--- src/rtl/bpk_pkg.sv ---
package bpk_pkg;

    typedef enum logic [1:0] {
        LANES_NONE = 2'b00,
        LANES_ONE  = 2'b01,
        LANES_BAD  = 2'b10,
        LANES_TWO  = 2'b11
    } lanes_e;

    // number of bits a lane pattern contributes; the unordered pattern counts as none
    function automatic logic [1:0] lanes_to_count(input logic [1:0] vld);
        logic [1:0] n;
        case (lanes_e'(vld))
            LANES_ONE: n = 2'd1;
            LANES_TWO: n = 2'd2;
            default:   n = 2'd0;
        endcase
        return n;
    endfunction

endpackage

--- src/rtl/bpk_lane_decode.sv ---
module bpk_lane_decode
    import bpk_pkg::*;
(
    input  logic [1:0] vld_i,
    output logic [1:0] take_o
);
    always_comb begin
        take_o = lanes_to_count(vld_i);
    end
endmodule

--- src/rtl/bpk_fill_shifter.sv ---
module bpk_fill_shifter #(
    parameter int WORD_W = 8
) (
    input  logic              clk_i,
    input  logic              rst_i,
    input  logic [1:0]        take_i,
    input  logic [1:0]        bit_i,
    output logic [WORD_W:0]   sr_next_o,
    output logic [$clog2(WORD_W+2)-1:0] sum_o,
    output logic              done_o,
    output logic [$clog2(WORD_W+2)-1:0] fill_o
);
    localparam int SR_W  = WORD_W + 1;
    localparam int CNT_W = $clog2(WORD_W + 2);

    typedef struct packed {
        logic [SR_W-1:0]  sr;
        logic [CNT_W-1:0] cnt;
    } fill_state_t;

    fill_state_t st_d, st_q;
    logic [SR_W-1:0]  sr_shift;
    logic [CNT_W-1:0] sum;
    logic             done;

    always_comb begin
        sr_shift = st_q.sr;
        case (take_i)
            2'd1:    sr_shift = {bit_i[0], st_q.sr[SR_W-1:1]};
            2'd2:    sr_shift = {bit_i[1], bit_i[0], st_q.sr[SR_W-1:2]};
            default: sr_shift = st_q.sr;
        endcase
        sum  = st_q.cnt + CNT_W'(take_i);
        done = (sum >= CNT_W'(WORD_W));

        st_d.sr  = sr_shift;
        st_d.cnt = done ? (sum - CNT_W'(WORD_W)) : sum;
        if (rst_i) begin
            st_d.sr  = '0;
            st_d.cnt = '0;
        end
    end

    always_ff @(posedge clk_i) begin
        st_q <= st_d;
    end

    assign sr_next_o = sr_shift;
    assign sum_o     = sum;
    assign done_o    = done & ~rst_i;
    assign fill_o    = st_q.cnt;
endmodule

--- src/rtl/bpk_word_select.sv ---
module bpk_word_select #(
    parameter int WORD_W = 8
) (
    input  logic [WORD_W:0]             sr_i,
    input  logic [$clog2(WORD_W+2)-1:0] sum_i,
    output logic [WORD_W-1:0]           word_o
);
    localparam int CNT_W = $clog2(WORD_W + 2);
    localparam logic [CNT_W-1:0] OVER = CNT_W'(WORD_W + 1);

    logic over;
    assign over = (sum_i == OVER);

    for (genvar g = 0; g < WORD_W; g++) begin : g_pick
        // a full-plus-one fill keeps the oldest bits in the low window
        assign word_o[g] = over ? sr_i[g] : sr_i[g+1];
    end
endmodule

--- src/rtl/bit_packer.sv ---
module bit_packer #(
    parameter int WORD_W = 8
) (
    input  logic              clk_i,
    input  logic              rst_i,
    input  logic [1:0]        bit_i,
    input  logic [1:0]        vld_i,
    output logic [WORD_W-1:0] word_o,
    output logic              word_stb_o
);
    localparam int SR_W  = WORD_W + 1;
    localparam int CNT_W = $clog2(WORD_W + 2);

    typedef struct packed {
        logic [WORD_W-1:0] word;
        logic              stb;
    } out_state_t;

    logic [1:0]        take;
    logic [SR_W-1:0]   sr_next;
    logic [CNT_W-1:0]  sum;
    logic              done;
    logic [CNT_W-1:0]  fill_cnt;
    logic [WORD_W-1:0] picked;
    out_state_t        out_d, out_q;

    bpk_lane_decode u_decode (
        .vld_i  (vld_i),
        .take_o (take)
    );

    bpk_fill_shifter #(.WORD_W(WORD_W)) u_shift (
        .clk_i     (clk_i),
        .rst_i     (rst_i),
        .take_i    (take),
        .bit_i     (bit_i),
        .sr_next_o (sr_next),
        .sum_o     (sum),
        .done_o    (done),
        .fill_o    (fill_cnt)
    );

    bpk_word_select #(.WORD_W(WORD_W)) u_select (
        .sr_i   (sr_next),
        .sum_i  (sum),
        .word_o (picked)
    );

    always_comb begin
        out_d.stb  = done;
        out_d.word = done ? picked : out_q.word;
        if (rst_i) begin
            out_d.stb  = 1'b0;
            out_d.word = '0;
        end
    end

    always_ff @(posedge clk_i) begin
        out_q <= out_d;
    end

    assign word_o     = out_q.word;
    assign word_stb_o = out_q.stb;
endmodule

--- config.mk ---
export PLATFORM = sky130hd
export DESIGN_NAME = bit_packer
export DESIGN_NICKNAME = d
export VERILOG_FILES = /design/src/rtl/bpk_pkg.sv /design/src/rtl/bpk_lane_decode.sv /design/src/rtl/bpk_fill_shifter.sv /design/src/rtl/bpk_word_select.sv /design/src/rtl/bit_packer.sv
export SDC_FILE = /design/constraint.sdc
export NUM_CORES = 1
export LEC_CHECK = 0
export BUFFER_PORTS_ARGS = -buffer_cell sky130_fd_sc_hd__buf_2
export CAP_MARGIN = 20
export CORE_ASPECT_RATIO = 1.5
export CORE_MARGIN = 2
export CORE_UTILIZATION = 49
export DETAILED_ROUTE_END_ITERATION = 10
export HOLD_SLACK_MARGIN = 0.1
export PLACE_DENSITY = 0.77
export SYNTH_ARGS = -nofsm -noshare
export SYNTH_HDL_FRONTEND = slang
export SYNTH_SLANG_ARGS = --single-unit
--- constraint.sdc ---
create_clock -name clk_i -period 3.9 [get_ports clk_i]
set_clock_uncertainty 0.2 [all_clocks]
set_input_delay 0.195 -clock clk_i [delete_from_list [all_inputs] [get_ports clk_i]]
set_output_delay 0.195 -clock clk_i [all_outputs]
set_load 0.01 [all_outputs]
Word level (Yosys, flattened, before mapping):

Index checks and enable logic that the tools add are counted.

* register bits after elaboration: 22
* input port bits: 6
* output and inout port bits: 9
* logic and storage cells: 25

* add/sub/neg operators: 2
* order comparisons: 1
* equality and inequality tests: 5
* mux-type cells: 11
* bitwise operators: 2

Operators by type and width (number)
* 9-bit case mux with 2 select lines: 1
* 1-bit 2-to-1 mux: 8
* 4-bit by 2-bit adder with 4-bit output: 1
* 2-bit by 1-bit equality test with 1-bit output (second input constant): 2
* 2-bit equality test (second input constant): 2
* 4-bit equality test (second input constant): 1
* 4-bit greater-or-equal comparator (second input constant): 1
* 4-bit 2-to-1 mux: 1
* 2-bit case mux with 2 select lines: 1
* 4-bit subtractor (second input constant): 1
* 1-bit bitwise AND: 1
* 1-bit NOT: 1

Logic depth before layout (Yosys ltp):

* word-level depth: 5
* gate-level depth with buffers: 10
* depth with buffers taken out: 8

Modules after synthesis:

From an unflattened synthesis, not the netlist that was laid out.

* cells, all modules: 116
* area, all modules: 1186.1 µm²

By module, submodules not included
* bpk_fill_shifter: times used 1, cells an instance 76, area each 713.2 µm²
* bit_packer: times used 1, cells an instance 28, area each 312.8 µm²
* bpk_word_select: times used 1, cells an instance 10, area each 143.9 µm²
* bpk_lane_decode: times used 1, cells an instance 2, area each 16.3 µm²

Least setup slack after synthesis:

No wires, ideal clock.

* path kind: input to register
* from: input port vld_i[0]
* to: register out_q (netlist bit word_o[1])
* setup time: 91 ps
* data arrival time: 2046 ps
* slack: 1563 ps
* cell stages on the path: 9
* path buffers: 1
* path through: inv_1 > buf_1 > nor2_1 > ha_1 > inv_1 > fa_1 > xor2_1 > o2111ai_1 > a311oi_1

* longest elaborated chain between the ends: 5
* elaborated cells between the ends (all ways): 11
* those cells by class: 1 x add/sub; 1 x order compare; 5 x eq/ne; 3 x mux; 1 x bitwise

Ends and longest elaborated chain
* start: declaration: RTL line bit_packer.sv:7 `input logic [1:0] vld_i,`
* 2-bit equality test or 2-bit by 1-bit equality test with 1-bit output (tied branches): RTL line bpk_pkg.sv:13 `case (lanes_e'(vld))`
* 2-bit case mux with 2 select lines (*): RTL line bpk_pkg.sv:13
* 4-bit by 2-bit adder with 4-bit output, or another cell as far along: RTL line bpk_fill_shifter.sv:33 `sum = st_q.cnt + CNT_W'(take_i);`
* 4-bit greater-or-equal comparator, or another cell as far along: RTL line bpk_fill_shifter.sv:34 `done = (sum >= CNT_W'(WORD_W));`
* 1-bit bitwise AND or 1-bit 2-to-1 mux (tied branches): RTL line bpk_fill_shifter.sv:50, bpk_word_select.sv:16
* end signal: assignment: RTL line bit_packer.sv:59 `out_q <= out_d;`
* end: declaration: RTL line bit_packer.sv:25 `out_state_t out_d, out_q;`

Every way passes the cells marked *; elsewhere a longest branch is shown, timed or not.
A chain may end at the register's enable or synchronous reset.

Worst setup path after layout:

* from: input port vld_i[0]
* to: register out_q (netlist bit word_o[6])

The elaborated chain is that of the path after synthesis.

==> results_dict.tcl <==
set metrics [dict create \
    status "complete, no violations" \
    die_h_um 64.58 \
    period_minus_slack_ps 3178 \
    hold_violations 0 \
    synthCells 124 \
    crit_family "buffers and inverters" \
    r2r_cells 6 \
    end_kind "flip-flop" \
    ys_types 30 \
    synthesis.nets 133 \
    cts_buffer_depth 2 \
    globalplace.congestion 0.7737 \
    dieWidth_um 44.39 \
    hp-class "input port to flip-flop" \
    grt_use_total_pct 17.03 \
    worstMarginPinSlew_ps 625.9 \
    multi_input_area_um2 690.7 \
    maxCapViolations 0 \
    cts_sinks 22 \
    setup_viol 0 \
    num_vias 990 \
    netlist_area_um2 1199 \
    rows 22 \
    cts_tree "yes" \
    crit_cells 10 \
    place_hpwl_mm 1.723 \
    dp_slack_ps 949.0 \
    fillers 220 \
    first_pass_iters 4 \
    path_buf_inv 4 \
    totalWireLength_mm 2.250 \
    top_level_ports 15 \
    ys_seq_elements 22 \
    drive_gt1_share_pct 27.82 \
    start_util_pct 50.05 \
    vias_per_cell 6.306 \
    ff_latch_area_um2 440.4 \
    overflow 0 \
    first_iter_violations 23 \
    final_cell_mix "dfxtp_1 (22), buf_2 (14), nor2_1 (13)" \
    yosysSeqAreaShare_pct 36.74 \
    path_class "input port to flip-flop" \
    min_path_cells 4 \
    route.detailed.drc 0 \
    utilization_pct 54.39 \
    fmax_mhz 314.7 \
    cp.arrival_ps 3200 \
    clk_pin_slew_ps 120 \
    syn_to_final_growth_pct 8.664 \
    yosysWarnings 0 \
    slew_headroom_pct 58.23 \
    fin_tns_setup_ps 0 \
    worstPathMaxFanout 24 \
    drv_slew 0 \
    grt_pass1_wl_mm 3.732 \
    p_leak_nw 0.5074 \
    port_buffers 14 \
    h-tree-depth 1 \
    post-route-period-util_pct 81.48 \
    grt_max_degree 25 \
    coreArea_um2 2395 \
    slowest_delay_ps 520 \
    final_antenna_net_count 0 \
    clock_latency_ps 310 \
    cp-start-kind "input port" \
    powerDensity_nw_per_um2 377.1 \
    syn_area_per_cell_um2 9.667 \
    clock-root-buffer "clkbuf_4" \
    cp.required_ps 3920 \
    die_area_um2 2866 \
    vdd_drop_max_mv 0.1870 \
    diodes 0 \
    antenna_found_initial 0 \
    wire_per_inst_um 14.33 \
    numCtsBuffers 3 \
    grt_pass1_vias 919 \
    fin_nets 143 \
    slowest_stage "dlygate4sd3_1" \
    final_common_cell "dfxtp_1" \
    cpMostUsedCell "inv_1" \
    cp_cell_sequence "dlygate4sd3_1, buf_2, inv_1, nor2_1, ha_1, inv_1, fa_1, xor2_1, o2111ai_1, a311oi_1" \
    rsz0062_at_grt "false" \
    setup_ws_ps 722.2 \
    post_cts_buffers 0 \
]
worst reg2reg max path: stages (launching register included):
cell	delay, ps
dfxtp_1	330
ha_1	200
inv_1	70
fa_1	430
xor2_1	510
o2111ai_1	210
a311oi_1	310
synth_stat cells:
cell | instances | area, µm²
xor2_1 | 1 | 8.760
a311oi_1 | 8 | 70.07
fa_1 | 1 | 20.02
nand2_1 | 2 | 7.510
nor3_1 | 1 | 5.000
a21boi_2 | 1 | 11.26
buf_2 | 3 | 15.01
nor3b_1 | 7 | 52.55
buf_6 | 1 | 11.26
xnor2_2 | 1 | 16.27
conb_1 | 1 | 3.750
nand3_2 | 1 | 10.01
nor2_1 | 13 | 48.80
clkbuf_1 | 6 | 22.52
or2_2 | 8 | 50.05
mux2_2 | 8 | 90.09
ha_1 | 2 | 25.02
dfxtp_1 | 22 | 440.4
o2111ai_1 | 7 | 61.31
a211oi_1 | 1 | 7.510
nor2b_1 | 3 | 18.77
o221ai_1 | 8 | 70.07
inv_1 | 4 | 15.01
a2111o_1 | 1 | 11.26
a22o_1 | 1 | 8.760
and2_1 | 1 | 6.260
a21o_1 | 1 | 7.510
buf_1 | 1 | 3.750
a221oi_1 | 8 | 70.07
mux2i_1 | 1 | 10.01
path summary, 6_finish.rpt:
| kind | from | end | slack (ps) |
|---|---|---|---|
| worst max-delay path | vld_i[0] | word_o[6] | 720 |
| worst min-delay path | bit_i[1] | u_shift.st_q[12] | 100 |
| worst max register to register | u_shift.fill_o[0] | word_o[6] | 1550 |
| worst min register to register | u_shift.st_q[12] | u_shift.st_q[12] | 330 |
what timing repair did:
| item | in CTS | in global routing |
|---|---|---|
| hold buffers | 2 | 0 |
| gates resized for setup | 0 | 0 |
| endpoints found under the hold margin | 6 | 0 |
| setup endpoints to repair | 0 | 0 |
layer usage:
layer | up-vias | wire, µm | GRT usage [%]
li1 | 504 | - | -
met1 | 468 | 943 | 18.13
met2 | 13 | 1219 | 30.88
met3 | 5 | 43 | 2.507
met4 | 0 | 44 | 8.712
met5 | - | 0 | 0
state kept, by name, indices dropped and copies added, names as in the netlist:
name / count
u_shift.st_q: 9
word_o: 8
word_stb_o: 1
u_shift.fill_o: 4
kinds of logic (layout without fill, tap and decap cells):
group	after synthesis	count (layout)	share of synthesized area, %
compound gates	36	36	26.51
other cells	1	1	0.3129
flops	22	22	36.74
fa+ha+maj	3	3	3.758
mux	9	9	8.351
simple gates	36	36	16.60
xor+xnor	2	2	2.088
buf+inv	15	24	5.636
power by group:
group	total (W)	switching, W	internal [W]
Sequential	0.000252	0.00000972	0.000243
Combinational	0.000113	0.0000630	0.0000502
Clock	0.000126	0.0000686	0.0000571
stage by stage:
step / cells / instance area [µm²] / hold WS (ps) / power, W
after CTS: 157 / 1303 / 101.3 / 0.0004966
after detailed placement: 151 / 1246 / 308.9 / 0.0003693
after global routing: 157 / 1303 / 119.9 / 0.0005165
after floorplan: 124 / 1199 / 66.61 / 0.0003450
final: 157 / 1303 / 100.7 / 0.0004912
after global placement: 151 / 1246 / 306.2 / 0.0003666
layout make-up:
type,count,share of cell area [%]
Inverter,4,1.153
Clock buffer,4,2.786
Timing Repair Buffer,16,6.916
Tap cell,24,2.305
Multi-Input combinational cell,87,53.03
Sequential cell,22,33.81
(Power assumes the default switching activity.)
